==> config.mk <==
export PLATFORM = sky130hd
export DESIGN_NAME = cell_delin_ctrl
export DESIGN_NICKNAME = d
export VERILOG_FILES = /design/src/rtl/cd_pkg.sv /design/src/rtl/cd_run_cnt.sv /design/src/rtl/cd_fsm.sv /design/src/rtl/cell_delin_ctrl.sv
export SDC_FILE = /design/constraint.sdc
export NUM_CORES = 1
export LEC_CHECK = 0
export BUFFER_PORTS_ARGS = -buffer_cell sky130_fd_sc_hd__buf_2
export CAP_MARGIN = 20
export CELL_PAD_IN_SITES_DETAIL_PLACEMENT = 2
export CELL_PAD_IN_SITES_GLOBAL_PLACEMENT = 2
export CORE_UTILIZATION = 33
export DETAILED_ROUTE_END_ITERATION = 10
export PLACE_DENSITY = 0.82
export SYNTH_ARGS = -nofsm -noshare
export SYNTH_HDL_FRONTEND = slang
export SYNTH_SLANG_ARGS = --single-unit
==> constraint.sdc <==
create_clock -name clk -period 2.4 [get_ports clk]
set_input_delay 0.24 -clock clk [delete_from_list [all_inputs] [get_ports clk]]
set_output_delay 0.24 -clock clk [all_outputs]
set_load 0.05 [all_outputs]
==> src/rtl/cd_pkg.sv <==
package cd_pkg;
    typedef enum logic [1:0] {
        ST_HUNT    = 2'b00,
        ST_PRESYNC = 2'b01,
        ST_SYNC    = 2'b10
    } cd_state_e;
endpackage

==> src/rtl/cd_run_cnt.sv <==
module cd_run_cnt #(
    parameter int W = 4
) (
    input  logic         clk,
    input  logic         rst_n,
    input  logic         clr,
    input  logic         inc,
    output logic [W-1:0] cnt_q
);
    localparam logic [W-1:0] MAXV = {W{1'b1}};
    localparam logic [W-1:0] ONE  = W'(1);

    // clear has priority; clear with inc restarts the run at one
    always_ff @(posedge clk) begin
        if (!rst_n) begin
            cnt_q <= '0;
        end else if (clr) begin
            cnt_q <= inc ? ONE : '0;
        end else if (inc && cnt_q != MAXV) begin
            cnt_q <= cnt_q + ONE;
        end
    end

    AST_CNT_SATURATES: assert property (@(posedge clk) disable iff (!rst_n)
        (cnt_q == MAXV && inc && !clr) |=> (cnt_q == MAXV));
endmodule

==> src/rtl/cd_fsm.sv <==
module cd_fsm
    import cd_pkg::*;
#(
    parameter int CW = 4
) (
    input  logic          clk,
    input  logic          rst_n,
    input  logic          strobe,
    input  logic          ok,
    input  logic [CW-1:0] alpha,
    input  logic [CW-1:0] delta,
    input  logic [CW-1:0] good_cnt,
    input  logic [CW-1:0] bad_cnt,
    output cd_state_e     state_q,
    output logic          state_chg,
    output logic          good_inc,
    output logic          bad_inc,
    output logic          bad_clr,
    output logic          loss_inc,
    output logic          slip_q
);
    localparam int EW = CW + 1;

    cd_state_e  nxt;
    logic [EW-1:0] good_plus;
    logic [EW-1:0] bad_plus;

    assign good_plus = {1'b0, good_cnt} + EW'(1);
    assign bad_plus  = {1'b0, bad_cnt} + EW'(1);

    // transition logic
    always_comb begin
        nxt      = state_q;
        good_inc = 1'b0;
        bad_inc  = 1'b0;
        bad_clr  = 1'b0;
        loss_inc = 1'b0;
        unique case (state_q)
            ST_HUNT: begin
                if (strobe) begin
                    if (ok) begin
                        nxt      = ST_PRESYNC;
                        good_inc = 1'b1;
                    end else begin
                        loss_inc = 1'b1;
                    end
                end
            end
            ST_PRESYNC: begin
                if (strobe) begin
                    if (!ok) begin
                        nxt = ST_HUNT;
                    end else if (good_plus >= {1'b0, delta}) begin
                        nxt = ST_SYNC;
                    end else begin
                        good_inc = 1'b1;
                    end
                end
            end
            ST_SYNC: begin
                if (strobe) begin
                    if (ok) begin
                        bad_clr = 1'b1;
                    end else if (bad_plus >= {1'b0, alpha}) begin
                        nxt = ST_HUNT;
                    end else begin
                        bad_inc = 1'b1;
                    end
                end
            end
            default: nxt = ST_HUNT;
        endcase
    end

    assign state_chg = (nxt != state_q);

    // state register
    always_ff @(posedge clk) begin
        if (!rst_n) state_q <= ST_HUNT;
        else        state_q <= nxt;
    end

    // output register
    always_ff @(posedge clk) begin
        if (!rst_n) slip_q <= 1'b0;
        else        slip_q <= (state_q == ST_HUNT) && strobe && !ok;
    end

    AST_HUNT_BAD_SLIPS: assert property (@(posedge clk) disable iff (!rst_n)
        (state_q == ST_HUNT && strobe && !ok) |=> (slip_q && state_q == ST_HUNT));
    AST_NO_STRAY_SLIP: assert property (@(posedge clk) disable iff (!rst_n)
        (state_q != ST_HUNT || !strobe || ok) |=> !slip_q);
    AST_PRESYNC_BAD_HUNTS: assert property (@(posedge clk) disable iff (!rst_n)
        (state_q == ST_PRESYNC && strobe && !ok) |=> (state_q == ST_HUNT));
    AST_SYNC_HOLDS_ON_GOOD: assert property (@(posedge clk) disable iff (!rst_n)
        (state_q == ST_SYNC && !(strobe && !ok)) |=> (state_q == ST_SYNC));
    AST_IDLE_NO_CHANGE: assert property (@(posedge clk) disable iff (!rst_n)
        !strobe |=> $stable(state_q));
endmodule

==> src/rtl/cell_delin_ctrl.sv <==
module cell_delin_ctrl
    import cd_pkg::*;
#(
    parameter int CNT_W  = 4,
    parameter int LOSS_W = 10
) (
    input  logic              clk,
    input  logic              rst_n,
    input  logic              hdr_vld,
    input  logic              hdr_ok,
    input  logic [CNT_W-1:0]  alpha_thr,
    input  logic [CNT_W-1:0]  delta_thr,
    input  logic [LOSS_W-1:0] loss_thr,
    output logic              slip_req,
    output logic [1:0]        dl_state,
    output logic              loss_flag
);
    cd_state_e          state;
    logic               state_chg, good_inc, bad_inc, bad_clr, loss_inc;
    logic [CNT_W-1:0]   good_cnt, bad_cnt;
    logic [LOSS_W-1:0]  loss_cnt;

    cd_fsm #(.CW(CNT_W)) u_fsm (
        .clk       (clk),
        .rst_n     (rst_n),
        .strobe    (hdr_vld),
        .ok        (hdr_ok),
        .alpha     (alpha_thr),
        .delta     (delta_thr),
        .good_cnt  (good_cnt),
        .bad_cnt   (bad_cnt),
        .state_q   (state),
        .state_chg (state_chg),
        .good_inc  (good_inc),
        .bad_inc   (bad_inc),
        .bad_clr   (bad_clr),
        .loss_inc  (loss_inc),
        .slip_q    (slip_req)
    );

    // correct-cell run: restarts at one when PRESYNC is entered
    cd_run_cnt #(.W(CNT_W)) u_good (
        .clk(clk), .rst_n(rst_n), .clr(state_chg), .inc(good_inc), .cnt_q(good_cnt)
    );

    // consecutive bad run while in SYNC
    cd_run_cnt #(.W(CNT_W)) u_bad (
        .clk(clk), .rst_n(rst_n), .clr(state_chg || bad_clr), .inc(bad_inc), .cnt_q(bad_cnt)
    );

    // bad candidates seen while hunting
    cd_run_cnt #(.W(LOSS_W)) u_loss (
        .clk(clk), .rst_n(rst_n), .clr(state_chg), .inc(loss_inc), .cnt_q(loss_cnt)
    );

    assign dl_state  = state;
    assign loss_flag = (state == ST_HUNT) && (loss_cnt >= loss_thr);

    AST_STATE_LEGAL: assert property (@(posedge clk) disable iff (!rst_n)
        dl_state != 2'b11);
    AST_LOSS_ONLY_HUNT: assert property (@(posedge clk) disable iff (!rst_n)
        loss_flag |-> (dl_state == 2'b00));
    AST_HUNT_NEVER_JUMPS: assert property (@(posedge clk) disable iff (!rst_n)
        (dl_state == 2'b00) |=> (dl_state != 2'b10));
endmodule

==> results.md, run 1 <==
* CTS Buffer Depth at 2
* Hold Path Origin: hdr_vld
* CP arrival at 2.34 ns
* Final Slew Violations at 0
* Top_reg_cell synth: dfxtp_1
* Final ANT Viol Nets at 0
* Syn Nets at 231
* Pre-antenna DRT Iters at 4
* Largest net degree at the start of global routing at 13
* H-tree levels at 1
* Synth top area cells: dfxtp_1 26%, ha_1 16%, xnor2_1 4.4%
* Vias at 1,490
* Crit Path Category: reg2reg
* Register bit total from synthesis at 21
* Core area at 4690 um^2
* Synthesized area at 1600 um^2
* Peak Freq at 461 MHz
* Initial Utilization at 34.2%
* DP Wirelength at 3380 um
* Final worst path period share at 90.3%
* RSZ-0062 raised after global routing: no
* Rel. slew slack at 59.3%
* Die Footprint at 5140 um^2
* Post-synth top area cell: dfxtp_1
* Worst path required time at 2.57 ns
* CTS tree: yes
* Final wirelength at 4110 um
* Setup Viol. Count Final at 0
* # DRC at 0
* Ys async rst share at 0%
* Status: completed
* Hold worst-path end: u_fsm.state_q[0]
* Clock Latency Late Sink at 0.26 ns
* Iteration-0 DRC count of the detailed router at 26
* Fin Hold WS at 0.317 ns
* Number of enable flip-flop cells after synthesis at 0
* Crit-path max FO at 9
* Clock Root Buffer: clkbuf_8
* Number of I/O pins at 26
* Post-synth top area share at 26.2%
* Synth-to-Final Area Change at 17.5%
* Hold Vio Cnt, Final at 0
* R2R Setup Slk at 0.23 ns
* Die Ht at 71.7 um
* Syn Area/Cell at 8.53 um^2
* Synth warn at 0
* CP Launch Type: register
* # hold bufs at CTS at 0
* Post-synth cell types at 43
* Antenna violations before repair at 0
* Slew of the pin with the lowest slew margin at 0.606 ns
* GP Congestion at 0.763
* Maximum vdd ir drop at 164 uV
* Inserted Clock Buffers at 3
* Nets at 264
* Port buffer count at 25
* Tmin final at 2.17 ns
* Setup TNS at 0 ns
* R2r startpoint: u_good.cnt_q[1]
* Vias in the first global route at 1,518
* Worst R2R End: u_loss.cnt_q[4]
* Clock Sinks at 21
* Reg clk slew, reported paths at 0.08 ns
* # Max-Cap Violations at 0
* Setup crit end kind: register
* Die boundary width at 71.7 um
* Top post-synthesis cells by count: 21 x dfxtp_1, 21 x ha_1, 18 x inv_1, 13 x nor2_1, 11 x nand2_1
* Fraction of layout cells with a size suffix above 1 at 21.4%
* Pwr/cell area at 383 nW/um^2
* LEAKAGE at 0.860 nW
* Global route overflow at 0
* FF-to-FF path depth at 7
* Wire per inst at 15.0 um
* Aggregate global-route resource usage at 16.7%
* Register area share after synthesis at 26.2%
* Hold Path Stages at 2
* Cell Rows at 25
* Worst Skew at 0.00622 ns
* First-pass GRT wire length at 6930 um
* Antenna Cells at 0
* Vias per inst at 5.44
* Worst Hold Class: in2reg
* Post-Syn Instances at 188
## layout make-up
cell class | count | area [um^2]
multi-input cells | 146 | 1110
repair buffers | 31 | 170
well taps | 54 | 67.6
flip-flops and latches | 21 | 422
inverters | 18 | 67.6
fillers | 544 | 2810
clock buffers | 4 | 45.0
## registers in the layout, summed over array words and instances (netlist names)
signal         flops
u_loss.cnt_q      10
u_bad.cnt_q        4
u_good.cnt_q       4
u_fsm.state_q      2
u_fsm.slip_q       1
## timing repair
item	in CTS	in global routing
gates resized for setup	0	5
setup endpoints to repair	0	13
buffers inserted	0	3
## cell usage in the layout, fill, tap and decap left out, types with 2 or more instances in the layout
| cell | Yosys | routed |
|---|---|---|
| nor3_1 | 8 | 8 |
| a21oi_2 | 1 | 2 |
| o21ai_0 | 6 | 6 |
| nor2b_1 | 6 | 6 |
| o21a_1 | 5 | 5 |
| nor3b_1 | 2 | 2 |
| nand4_1 | 4 | 4 |
| o22ai_1 | 2 | 2 |
| a211oi_2 | 1 | 2 |
| xnor2_1 | 8 | 8 |
| a31oi_1 | 3 | 3 |
| mux2i_1 | 2 | 2 |
| inv_1 | 18 | 18 |
| nor2_1 | 13 | 13 |
| ha_2 | 0 | 2 |
| xor2_1 | 4 | 4 |
| o2111ai_1 | 2 | 2 |
| a211o_1 | 2 | 2 |
| nand2_1 | 11 | 11 |
| and4_1 | 2 | 2 |
| ha_1 | 21 | 19 |
| buf_4 | 1 | 6 |
| nand3_1 | 8 | 8 |
| dfxtp_1 | 21 | 20 |
| a21oi_1 | 5 | 4 |
| clkbuf_8 | 0 | 3 |
| and3_1 | 4 | 4 |
| buf_2 | 2 | 25 |
| nand2b_1 | 2 | 2 |
| and2_1 | 5 | 5 |
| a211oi_1 | 5 | 4 |
## layer usage
layer | GRT usage (%) | share of wire (%) | routed length [um] | up-vias
met2 | 30.2 | 50 | 2060 | 23
li1 | - | - | - | 746
met5 | 0 | 0 | 0 | -
met3 | 0.703 | 2.0 | 81 | 4
met4 | 5.01 | 0.88 | 36 | 0
met1 | 21.5 | 47 | 1930 | 717
## power by group
group          switching (W)  internal [W]
sequential        0.00000792      0.000353
combinational      0.0000684     0.0000595
clock               0.000114      0.000118
## stage by stage
| step | utilization, % | instances | power, W | setup slack [ns] | cell area, um^2 |
|---|---|---|---|---|---|
| after floorplan | - | 188 | 0.000446 | 0.00645 | 1600 |
| after global placement | 38.4 | 267 | 0.000485 | 0.132 | 1800 |
| after detailed placement | 38.4 | 267 | 0.000492 | 0.0948 | 1800 |
| after CTS | 39.4 | 271 | 0.000727 | 0.0766 | 1850 |
| after global routing | 40.2 | 274 | 0.000763 | 0.0231 | 1880 |
| final | 40.2 | 274 | 0.000721 | 0.232 | 1880 |
## worst max path at each step
stage                     from  slack, ns         endpoint  cells past startpoint
5_1_grt         u_bad.cnt_q[0]       0.02   u_bad.cnt_q[3]                      9
2_1_floorplan  u_loss.cnt_q[0]      0.006        loss_flag                      7
4_1_cts        u_good.cnt_q[0]       0.08  u_loss.cnt_q[4]                      8
3_5_place_dp   u_good.cnt_q[0]       0.09  u_loss.cnt_q[4]                      8
3_3_place_gp   u_good.cnt_q[0]       0.13  u_loss.cnt_q[2]                      8
6_report       u_good.cnt_q[1]       0.23  u_loss.cnt_q[4]                      7
## cell families (layout without fill, tap and decap cells)
group | count (synthesis) | in the layout | share of synthesized area, %
compound gates | 43 | 43 | 21.2
mux | 2 | 2 | 1.25
simple gates | 68 | 68 | 23.1
fa+ha+maj | 21 | 21 | 16.4
flops | 21 | 21 | 26.2
xor+xnor | 12 | 12 | 6.55
buf+inv | 21 | 53 | 5.30
## critical path: stages, from the launching register on
cell and delay, ns:
dfxtp_1 0.39, ha_2 0.31, ha_1 0.29, a211o_1 0.30, a211oi_2 0.31, o22ai_4 0.13, buf_4 0.18, a211oi_1 0.16
(Power assumes the default switching activity.)
==> run 2: changes to the inputs <==
==> constraint.sdc (replaced) <==
create_clock -name clk -period 2.4 [get_ports clk]
set_input_delay 0.48 -clock clk [delete_from_list [all_inputs] [get_ports clk]]
set_output_delay 0.48 -clock clk [all_outputs]
set_load 0.05 [all_outputs]
==> run 2 against run 1 <==
Sequential share of layout area down 0.21 points. Clock skew down 0.0039 ns. Final area up 1.3%. Power up 2.2%. Non-clock buffer count unchanged. Critical path depth down 1. Via count up 1.3%.
==> results.md, run 2 (synthesis gave the netlist of run 1 again) <==
* Aggregate global-route resource usage at 17.9% (+1.2 points)
* Clock Latency Late Sink at 0.26 ns (about the same)
* Slowest cell on crit path: a2111o_1
* Iteration-0 DRC count of the detailed router at 74 (+180%)
* Cell Rows at 25 (unchanged)
* Worst Hold Class: reg2reg
* Wire per inst at 15.5 um (+3.6%)
* Final Slew Violations at 0 (unchanged)
* Critical path depth at 6 (-1)
* Antenna violations before repair at 0 (unchanged)
* Crit-path max FO at 5 (-4)
* R2R Setup Slk at 0.22 ns (about the same)
* CTS Buffer Depth at 2 (unchanged)
* Final worst path period share at 96.2% (+5.9 points)
* Vias per inst at 5.51 (+1.3%)
* Crit Path Category: reg2out
* Post-route setup slack at 0.0910 ns (-0.141 ns)
* RSZ-0062 raised after global routing: no
* Maximum vdd ir drop at 153 uV (-7.0%)
* Post-Place Worst Slack at 0.0126 ns (-0.0822 ns)
* Die Ht at 71.7 um (unchanged)
* Pre-antenna DRT Iters at 4 (unchanged)
* CTS tree: yes
* Clock Root Buffer: clkbuf_8
* Most common cell after layout, fill and taps aside: buf_2
* Global route overflow at 0 (unchanged)
* Rel. slew slack at 62.3% (+3.0 points)
* First-pass GRT wire length at 7310 um (+5.6%)
* Inserted Clock Buffers at 3 (unchanged)
* Final ANT Viol Nets at 0 (unchanged)
* Die boundary width at 71.7 um (unchanged)
* Largest net degree at the start of global routing at 13 (unchanged)
* FF-to-FF path depth at 8 (+1)
* Filler instances at 550 (+1.1%)
* Peak Freq at 433 MHz (-6.1%)
* CP arrival at 1.83 ns (-0.51 ns)
* Setup TNS at 0 ns (unchanged)
* Antenna Cells at 0 (unchanged)
* Buf+Inv Stages, Crit Path at 1 (unchanged)
* Top reg by flops: u_loss.cnt_q
* Power Total at 0.000737 W (+2.2%)
* GP Congestion at 0.716 (-6.2%)
* Status: completed
* Fraction of layout cells with a size suffix above 1 at 22.7% (+1.4 points)
* Pwr/cell area at 386 nW/um^2 (+0.94%)
* Setup crit end kind: primary output
* Core area at 4690 um^2 (unchanged)
* Post-CTS Setup Inserts at 0 (unchanged)
* Worst path top cell family by delay: compound AO/OA/AOI/OAI gates
* # DRC at 0 (unchanged)
* Vias at 1,509 (+1.3%)
* Port buffer count at 25 (unchanged)
* Hold Path Stages at 2 (unchanged)
* Cells along the critical path: ha_1, a2111o_1, a31oi_1, o21a_1, o21ai_1, buf_6
* Number of I/O pins at 26 (unchanged)
* Worst Skew at 0.00228 ns (-0.00394 ns)
* Die Footprint at 5140 um^2 (unchanged)
* Top flop regs: u_loss.cnt_q x10, u_bad.cnt_q x4, u_good.cnt_q x4
* LEAKAGE at 0.868 nW (+0.93%)
* Final wirelength at 4250 um (+3.6%)
* # Max-Cap Violations at 0 (unchanged)
* Clock Sinks at 21 (unchanged)
* Vias in the first global route at 1,579 (+4.0%)
* Setup Viol. Count Final at 0 (unchanged)
* Hold Vio Cnt, Final at 0 (unchanged)
* Fin util at 40.7% (+0.51 points)
* Tmin final at 2.31 ns (+0.141 ns)
* Fin area at 1910 um^2 (+1.3%)
* H-tree levels at 1 (unchanged)
* Nets at 264 (unchanged)
* Reg clk slew, reported paths at 0.08 ns (about the same)
* CP peak stage delay at 0.38 ns (about the same)
* Synth-to-Final Area Change at 19.0%
* Most frequent cells in the layout: 24 x buf_2, 19 x ha_1, 19 x dfxtp_1
* # hold bufs at CTS at 0 (unchanged)
* Initial Utilization at 34.2% (unchanged)
* CP Launch Type: register
* Worst path required time at 1.92 ns (-0.65 ns)
* Slew of the pin with the lowest slew margin at 0.561 ns (-0.0448 ns)
* Placed inst area at 1820 um^2 (+1.2%)
* DP Wirelength at 3390 um (+0.50%)
* Number of flip-flops in the largest register at 10 (unchanged)
-- run 2: worst min-delay path, cell delays in order (launching register included) --
cell and delay, ns:
dfxtp_2 0.35, nand2_1 0.06, o22ai_1 0.06
-- run 2: final timing paths --
kind,startpoint,to
max,u_loss.cnt_q[6],loss_flag
min,u_loss.cnt_q[0],u_loss.cnt_q[0]
max reg2reg,u_good.cnt_q[1],u_good.cnt_q[3]
min reg2reg,u_loss.cnt_q[0],u_loss.cnt_q[0]
-- run 2: repair_timing --
item,CTS,global route
resized for setup,2,8
setup endpoints to repair,1,4
pin swaps,0,3
-- run 2: final cells by class --
type / count / area (um^2) / area share [%]
multi-input cells: 146 / 1130 / 59.1
flip-flops and latches: 21 / 423 / 22.2
repair buffers: 31 / 176 / 9.25
inverters: 18 / 67.6 / 3.54
well taps: 54 / 67.6 / 3.54
clock buffers: 4 / 45.0 / 2.36
-- run 2: per-layer routing --
layer / track usage (%) / vias to the layer above / routed length (um)
met4: 7.19 / 0 / 88
met2: 32.6 / 36 / 2090
li1: - / 748 / -
met5: 0 / - / 0
met1: 21.5 / 717 / 1960
met3: 1.83 / 8 / 106
-- run 2: stage by stage --
stage / cells / hold slack (ns)
after floorplan: 188 / 0.472
after global placement: 270 / 0.492
after detailed placement: 270 / 0.517
after CTS: 274 / 0.506
after global routing: 274 / 0.544
final: 274 / 0.503
-- run 2: power by group --
group          internal (W)  switching [W]
Clock              0.000119       0.000125
Combinational     0.0000619      0.0000713
Sequential         0.000353     0.00000714
